<file path="src/rtl/systick_timer.sv">
module systick_timer #(
  parameter int CW = 24,
  parameter int DW = 32
) (
  input  logic          clk,
  input  logic          rst_n,
  input  logic          ext_tick,
  input  logic          bus_wr,
  input  logic          bus_rd,
  input  logic [1:0]    bus_addr,
  input  logic [DW-1:0] bus_wdata,
  output logic [DW-1:0] bus_rdata,
  output logic          irq
);
  localparam int PAD = DW - CW;
  localparam int FLAG_BIT = 16;

  logic          en_q, tint_q, src_q, flag_q, irq_q;
  logic [CW-1:0] reload_q, cur_q;

  wire strobe   = en_q & (src_q | ext_tick);
  wire wr_ctl   = bus_wr & (bus_addr == 2'd0);
  wire wr_rld   = bus_wr & (bus_addr == 2'd1);
  wire wr_cur   = bus_wr & (bus_addr == 2'd2);
  wire rd_ctl   = bus_rd & (bus_addr == 2'd0);
  wire hit_zero = strobe & (cur_q == CW'(1)) & ~wr_cur;

  always_ff @(posedge clk or negedge rst_n) begin
    if (!rst_n) begin
      en_q     <= 1'b0;
      tint_q   <= 1'b0;
      src_q    <= 1'b0;
      flag_q   <= 1'b0;
      irq_q    <= 1'b0;
      reload_q <= '0;
      cur_q    <= '0;
    end else begin
      if (wr_ctl) begin
        en_q   <= bus_wdata[0];
        tint_q <= bus_wdata[1];
        src_q  <= bus_wdata[2];
      end
      if (wr_rld) reload_q <= bus_wdata[CW-1:0];
      if (wr_cur)      cur_q <= '0;
      else if (strobe) cur_q <= (cur_q == '0) ? reload_q : cur_q - CW'(1);
      if (hit_zero)              flag_q <= 1'b1;
      else if (wr_cur || rd_ctl) flag_q <= 1'b0;
      irq_q <= hit_zero & tint_q;
    end
  end

  always_comb begin
    bus_rdata = '0;
    case (bus_addr)
      2'd0: begin
        bus_rdata[0]        = en_q;
        bus_rdata[1]        = tint_q;
        bus_rdata[2]        = src_q;
        bus_rdata[FLAG_BIT] = flag_q;
      end
      2'd1:    bus_rdata = {{PAD{1'b0}}, reload_q};
      2'd2:    bus_rdata = {{PAD{1'b0}}, cur_q};
      default: bus_rdata = '0;
    endcase
  end

  assign irq = irq_q;


  dec_step_chk: assert property (@(posedge clk) disable iff (!rst_n)
    (strobe && cur_q != '0 && !wr_cur) |=> (cur_q == $past(cur_q) - CW'(1)));


  wrap_load_chk: assert property (@(posedge clk) disable iff (!rst_n)
    (strobe && cur_q == '0 && !wr_cur) |=> (cur_q == $past(reload_q)));


  hold_chk: assert property (@(posedge clk) disable iff (!rst_n)
    (!strobe && !wr_cur) |=> $stable(cur_q));


  clear_chk: assert property (@(posedge clk) disable iff (!rst_n)
    wr_cur |=> (cur_q == '0 && !flag_q));


  irq_flag_chk: assert property (@(posedge clk) disable iff (!rst_n)
    irq |-> (flag_q && cur_q == '0 && tint_q));


  irq_single_chk: assert property (@(posedge clk) disable iff (!rst_n)
    irq |=> !irq);


  zero_quiet_chk: assert property (@(posedge clk) disable iff (!rst_n)
    (cur_q == '0 && reload_q == '0 && !wr_rld) |=> (cur_q == '0 && !irq));
endmodule

</file>
<file path="config.mk">
export PLATFORM = sky130hd
export DESIGN_NAME = systick_timer
export DESIGN_NICKNAME = d
export VERILOG_FILES = /design/src/rtl/systick_timer.sv
export SDC_FILE = /design/constraint.sdc
export NUM_CORES = 1
export LEC_CHECK = 0
export BUFFER_PORTS_ARGS = -buffer_cell sky130_fd_sc_hd__buf_4
export CAP_MARGIN = 40
export CORE_UTILIZATION = 55
export CTS_BUF_LIST = sky130_fd_sc_hd__clkbuf_2 sky130_fd_sc_hd__clkbuf_4 sky130_fd_sc_hd__clkbuf_8
export DETAILED_ROUTE_END_ITERATION = 8
export MAX_ROUTING_LAYER = met4
export PLACE_DENSITY = 0.79
export SLEW_MARGIN = 40
export SYNTH_ARGS = -nofsm -noshare
export SYNTH_HDL_FRONTEND = slang
export SYNTH_SLANG_ARGS = --single-unit
</file>
<file path="constraint.sdc">
create_clock -name clk -period 4.65 [get_ports clk]
set_clock_uncertainty 0.2 [all_clocks]
set_input_delay 0.2325 -clock clk [delete_from_list [all_inputs] [get_ports clk]]
set_output_delay 0.2325 -clock clk [all_outputs]
set_load 0.01 [all_outputs]
</file>
==> results of run 1 <==
==> logic make-up (layout without fill, tap and decap cells) <==
| kind of cell | after synthesis | after routing | synth area share |
|---|---|---|---|
| AND/OR/NAND/NOR | 129 | 129 | 0.209 |
| AO/OA/AOI/OAI | 86 | 86 | 0.183 |
| flip-flops | 53 | 53 | 0.396 |
| buffers and inverters | 41 | 103 | 0.0576 |
| multiplexers | 39 | 39 | 0.127 |
| adder cells (fa/ha/maj) | 7 | 7 | 0.0262 |
| other | 1 | 8 | 0.00112 |
==> layer usage <==
layer | track usage | up-vias
met2 | 0.477 | 114
met1 | 0.402 | 1504
met5 | - | -
met4 | 0.0893 | 0
met3 | 0.0411 | 11
li1 | - | 1451
==> where the power goes <==
group	total [mW]	leakage (nW)	switching, mW	internal [mW]
clock network	0.267	0.0484	0.156	0.111
logic	1.04	1.13	0.590	0.450
registers	0.777	0.669	0.184	0.593
total	2.08	1.84	0.929	1.15
==> stage by stage <==
stage	cells	utilization	setup slack (ns)
floorplan	363	-	1.80
global placement	466	0.640	1.52
detailed placement	466	0.641	1.44
CTS	500	0.700	1.43
global route	500	0.702	1.47
finish	500	0.702	1.66
==> final cells by class <==
| cell class | count | area [sq um] | area share |
|---|---|---|---|
| tap | 75 | 93.8 | 0.0227 |
| sequential | 53 | 1330 | 0.321 |
| multi-input combinational | 269 | 1870 | 0.453 |
| timing repair buffer | 89 | 733 | 0.177 |
| inverter | 6 | 22.5 | 0.00545 |
| clock inverter | 2 | 10.0 | 0.00242 |
| clock buffer | 6 | 76.3 | 0.0185 |
==> flip-flops by register name, indices dropped and copies added (netlist names) <==
register / cells
flag_q: 1
tint_q: 1
cur_q: 24
reload_q: 24
irq: 1
src_q: 1
en_q: 1
==> final timing paths <==
| kind | slack (ns) | cells after the start | end |
|---|---|---|---|
| hold reg to reg | 0.35 | 1 | reload_q[4] |
| setup reg to reg | 1.66 | 5 | cur_q[20] |
| setup / recovery | 1.66 | 5 | cur_q[20] |
| hold / removal | 0.17 | 3 | en_q |
| min in group asynchronous | 0.30 | 2 | cur_q[5] |
| max in group asynchronous | 3.50 | 2 | cur_q[21] |
==> cells in the mapped netlist, drive strengths merged, types with 2 or more instances <==
master / n / area (sq um)
o21ai: 9 / 45.0
ha: 7 / 87.6
a21oi: 12 / 60.1
buf: 10 / 76.3
inv: 6 / 22.5
nand4b: 2 / 17.5
nand4: 7 / 43.8
nand2: 26 / 97.6
o31ai: 9 / 67.6
or4: 4 / 37.5
o22ai: 10 / 62.6
o311ai: 2 / 17.5
and3: 2 / 12.5
mux2: 27 / 304
dfrtp: 53 / 1330
nor4: 8 / 56.3
a211oi: 5 / 37.5
clkbuf: 25 / 93.8
nand2b: 2 / 12.5
or3: 6 / 37.5
a22oi: 20 / 150
or2: 2 / 12.5
a222oi: 4 / 40.0
nor2b: 22 / 138
nor2: 24 / 90.1
nand3: 5 / 25.0
o21a: 2 / 15.0
mux2i: 12 / 120
a31oi: 2 / 12.5
nor3: 14 / 70.1
o2bb2ai: 5 / 43.8
==> worst max-delay path, stage by stage, from the launching register on <==
cell       delay, ns
dfrtp_1         0.45
or4_4           0.60
or4b_4          0.55
or4_4           0.59
and4_4          0.23
a2111oi_2       0.27
==> what timing repair did <==
action,CTS,global route
hold buffers,26,0
setup endpoints to repair,0,0
endpoints found under the hold margin,81,0
==> flow_summary.toml, run 1 <==
[run_status]
status = "complete, but fails checks"
violations = "design-rule violations"

[die]
io_pins = 72
core-area_sq_um = 5890
die_y_um = 80.0
die_width_um = 80.0
die_area_sq_um = 6400
start_util = 0.568
num_rows = 28

[placed_design]
place_area_sq_um = 3770
dp_hpwl_um = 5900
gp_congestion = 0.975
numPortBuffers = 55

[setup_path]
worstReg2RegStart = "cur_q[18]"
crit_arrival_ns = 3.00
critPathLaunch = "cur_q[18]"
end_kind = "flop"
cp.required_ns = 4.66
path_class = "flop to flop"
cp_max_fo = 8
cp-start-kind = "flop"

[worst_hold_path]
hp-start = "bus_wr"
hold_path.class = "input port to flop"

[cells_and_area]
antenna_cells = 0
final_cell_mix = "buf_4 (63), dfrtp_1 (53), mux2_2 (27)"
layout_commonest_cell = "buf_4"
layout-drive-gt1-share = 0.259
final_area_sq_um = 4130
final.fill_count = 489
area_growth_pct = 23.6
fin_nets = 470

[power_and_ir_drop]
p_per_area_nw_per_um2 = 504
p_leak_nw = 1.84
vdd_drop_max_mv = 0.307
power_mw = 2.08

[yosys]
async_flop_share = 1.00
synth-warning-count = 0
syn_area_sq_um = 3350
synth_cell_types = 48
ys_seq_area_frac = 0.396
syn_area_per_cell_sq_um = 9.40
synth_seq_cells = 53
synth_edf_count = 0
synthCells = 356
synth_ff_type = "dfrtp_1"

[global_routing]
first_global_vias = 2933
grt_max_degree = 54
grt_pass1_wl_um = 14300
grt_overflow = 0
grt_usage = 0.301
grt_antenna_before_repair = 0

[routing]
drt_iter0_markers = 305
totalWireLength_um = 8810
viasPerCell = 6.16
wl_met1_um = 3990
wl_met3_um = 454
drc = 1
highest_layer = "met4"
wl_met2_um = 4260
drt-pass1-iter-count = 8
vias = 3080
ant_nets = 0
wl_per_cell_um = 17.6

[sta]
final-max-slew-violation-count = 0
setup-tns-final_ns = 0
setup_viol = 0
period_needed_ns = 2.99
rsz0062_at_grt = "false"
period_share = 0.643
fmax_mhz = 334
hold_violations = 0
hold_ws_ns = 0.173
worstMarginPinSlew_ns = 0.774
maxSlewHeadroom = 0.484

[clock_network]
clock-sinks = 53
cts_root_buf = "clkbuf_8"
htreeDepth = 2
cts_buffers = 5
cts_tree = "yes"
clk_latency_ns = 0.31
post-cts-setup-buffers = 0
ctsLongestPathBuffers = 2
post_cts_resized = 0
path_clk_slew_ns = 0.10

[run]
cap_violations = 0
(Power assumes the default switching activity.)
==> run 2: changes to the inputs <==
--- a/config.mk
+++ b/config.mk
@@ -5,13 +5,14 @@
 export SDC_FILE = /design/constraint.sdc
 export NUM_CORES = 1
 export LEC_CHECK = 0
+export ABC_AREA = 1
 export BUFFER_PORTS_ARGS = -buffer_cell sky130_fd_sc_hd__buf_4
 export CAP_MARGIN = 40
-export CORE_UTILIZATION = 55
+export CORE_UTILIZATION = 52
 export CTS_BUF_LIST = sky130_fd_sc_hd__clkbuf_2 sky130_fd_sc_hd__clkbuf_4 sky130_fd_sc_hd__clkbuf_8
 export DETAILED_ROUTE_END_ITERATION = 8
 export MAX_ROUTING_LAYER = met4
-export PLACE_DENSITY = 0.79
+export PLACE_DENSITY = 0.78
 export SLEW_MARGIN = 40
 export SYNTH_ARGS = -nofsm -noshare
 export SYNTH_HDL_FRONTEND = slang
==> constraint.sdc (replaced) <==
create_clock -name clk -period 2.4 [get_ports clk]
set_clock_uncertainty 0.2 [all_clocks]
set_input_delay 0.12 -clock clk [delete_from_list [all_inputs] [get_ports clk]]
set_output_delay 0.12 -clock clk [all_outputs]
set_load 0.01 [all_outputs]
==> run 2 against run 1 <==
The flow now finishes without violations. Worst hold slack got worse by 0.15 ns. Clock-buffer cell count increased by 2. Die area grew 14%. Sequential share of layout area fell by 1.9 points. Largest cell class unchanged. Utilization is 2.9 points lower. Clock power up 100%.
==> flow_summary.toml, run 2 <==
[setup_path]
crit_chain = "inv_1 > ha_1 > nand2_1 > nor2_4 > nand3_4 > nor2_1 > nor2_1 > nand2_1 > nand2_1"
path_common_cell = "nand2_1"
timing.rr.end = "cur_q[18]"
cp_slowest_stage_delay_ns = 0.45
crit_slowest_cell = "dfrtp_1"
end_kind = "flop"
cp_max_fo = 35
reg2reg_depth = 9
cp-start-kind = "flop"
crit_arrival_ns = 2.06
cp.required_ns = 2.41
worstReg2RegStart = "cur_q[0]"
critPathTopFamily = "simple AND/OR/NAND/NOR gates"
r2r_setup_slack_ns = 0.35
crit_buf_inv = 1
path_class = "flop to flop"

[clock_network]
cts_buffers = 5
ctsLongestPathBuffers = 2
path_clk_slew_ns = 0.10
cts_tree = "yes"
post_cts_resized = 0
htreeDepth = 2
clock-sinks = 53
cts_root_buf = "clkbuf_8"
clk_latency_ns = 0.31

[routing]
drc = 0
viasPerCell = 5.20
ant_nets = 0
vias = 3530
drt_iter0_markers = 204
wl_per_cell_um = 12.8
drt-pass1-iter-count = 4
totalWireLength_um = 8710

[global_routing]
grt_pass1_wl_um = 15300
grt_max_degree = 54
grt_overflow = 0
first_global_vias = 3394
grt_usage = 0.271
grt_antenna_before_repair = 0

[yosys]
synthCells = 526
ys_top_cells_by_area = "dfrtp_1 (37%), nand2_1 (19%), nand3_1 (6.4%), nor2_1 (5.7%), inv_1 (5.3%)"
ys_seq_area_frac = 0.368
yosysMostFrequentCell = "nand2_1"
synth_top_area_share = 0.368
synth_common_cells = "nand2_1 (178), nor2_1 (55), dfrtp_1 (53)"
synth_edf_count = 0
syn_area_sq_um = 3600
syn_area_per_cell_sq_um = 6.85
synth_seq_cells = 53
async_flop_share = 1.00
synth_ff_type = "dfrtp_1"
synth-warning-count = 0
synth_top_cell_by_area = "dfrtp_1"
synth_cell_types = 28

[worst_hold_path]
hold_path.class = "input port to flop"
hp-start = "bus_wr"
hold_path_end = "cur_q[3]"
hold_depth = 4

[cells_and_area]
final_cell_mix = "nand2_1 (178), buf_4 (61), nor2_1 (55)"
layout-drive-gt1-share = 0.179
antenna_cells = 0
final_core_util = 0.673
layout_commonest_cell = "nand2_1"
fin_nets = 647
area_growth_pct = 22.0
biggestRegsByFlops = "cur_q (24), reload_q (24)"

[sta]
setup-tns-final_ns = 0
period_needed_ns = 2.05
rsz0062_at_grt = "false"
maxSlewHeadroom = 0.544
setup_viol = 0
hold_ws_ns = 0.0256
period_share = 0.854
worstMarginPinSlew_ns = 0.684
fmax_mhz = 488
final-max-slew-violation-count = 0
hold_violations = 0

[run_status]
status = "complete, no violations"

[placed_design]
numPortBuffers = 55
dp_hpwl_um = 5970
gp_congestion = 0.885

[power_and_ir_drop]
p_leak_nw = 2.29
p_per_area_nw_per_um2 = 1020
power_mw = 4.49
vdd_drop_max_mv = 0.438

[die]
num_rows = 29
die_area_sq_um = 7270
core-area_sq_um = 6530
io_pins = 72
die_width_um = 85.3
die_y_um = 85.3
start_util = 0.552

[run]
cap_violations = 0
run 2: cell types whose count changed after synthesis, moves of 22 or more:
cell	previous run	this run
nor2_1	24	55
inv_1	6	51
nor2b_1	22	0
a21oi_1	12	34
nand3_1	5	46
nand2_1	26	178
run 2: timing repair:
item | in CTS | in global routing
endpoints found under the hold margin | 81 | 0
buffers inserted | 0 | 0
hold buffers | 27 | 0
run 2: worst reg2reg max path, stage by stage, from the launching register on:
cell     delay (ns)
dfrtp_1        0.45
inv_1          0.12
ha_1           0.16
nand2_1        0.09
nor2_4         0.15
nand3_4        0.38
nor2_1         0.23
nor2_1         0.06
nand2_1        0.08
nand2_1        0.05
run 2: where the power goes:
| part | switching [mW] | internal [mW] |
|---|---|---|
| registers | 0.318 | 1.13 |
| clock network | 0.298 | 0.243 |
| logic | 1.57 | 0.935 |
| total | 2.18 | 2.30 |
run 2: kinds of logic (layout without fill, tap and decap cells):
group	Yosys count	count (layout)	share of synthesized area
AND/OR/NAND/NOR	323	323	0.403
buffers and inverters	82	151	0.103
flip-flops	53	53	0.368
AO/OA/AOI/OAI	49	49	0.0680
multiplexers	8	8	0.0250
adder cells (fa/ha/maj)	7	7	0.0243
XOR/XNOR	3	3	0.00729
other	1	8	0.00104
run 2: layer usage:
| layer | GRT usage | routed length (um) | share of wire |
|---|---|---|---|
| met1 | 0.338 | 4100 | 0.47 |
| met5 | - | 0 | 0 |
| met4 | 0.0727 | 114 | 0.013 |
| met3 | 0.0321 | 317 | 0.036 |
| met2 | 0.468 | 4180 | 0.48 |
run 2: final cells by class:
type,instances,area [sq um]
multi-input cells,398,1930
repair buffers,89,748
inverters,54,203
well taps,77,96.3
fillers,591,2130
flip-flops and latches,53,1330
clock buffers,8,91.3
run 2: metrics by stage:
| step | setup slack (ns) | cell area, sq um | instances |
|---|---|---|---|
| after CTS | 0.354 | 4400 | 679 |
| final | 0.350 | 4400 | 679 |
| after floorplan | 0.732 | 3630 | 533 |
| after global placement | 0.437 | 4040 | 644 |
| after detailed placement | 0.378 | 4040 | 644 |
| after global routing | 0.155 | 4400 | 679 |
run 2: worst max-delay path by stage:
stage,end,cells past startpoint,start
2_1_floorplan,cur_q[22],9,cur_q[0]
3_3_place_gp,cur_q[20],9,cur_q[0]
3_5_place_dp,cur_q[18],9,cur_q[0]
4_1_cts,cur_q[18],9,cur_q[0]
5_1_grt,cur_q[18],9,cur_q[0]
6_report,cur_q[18],9,cur_q[0]
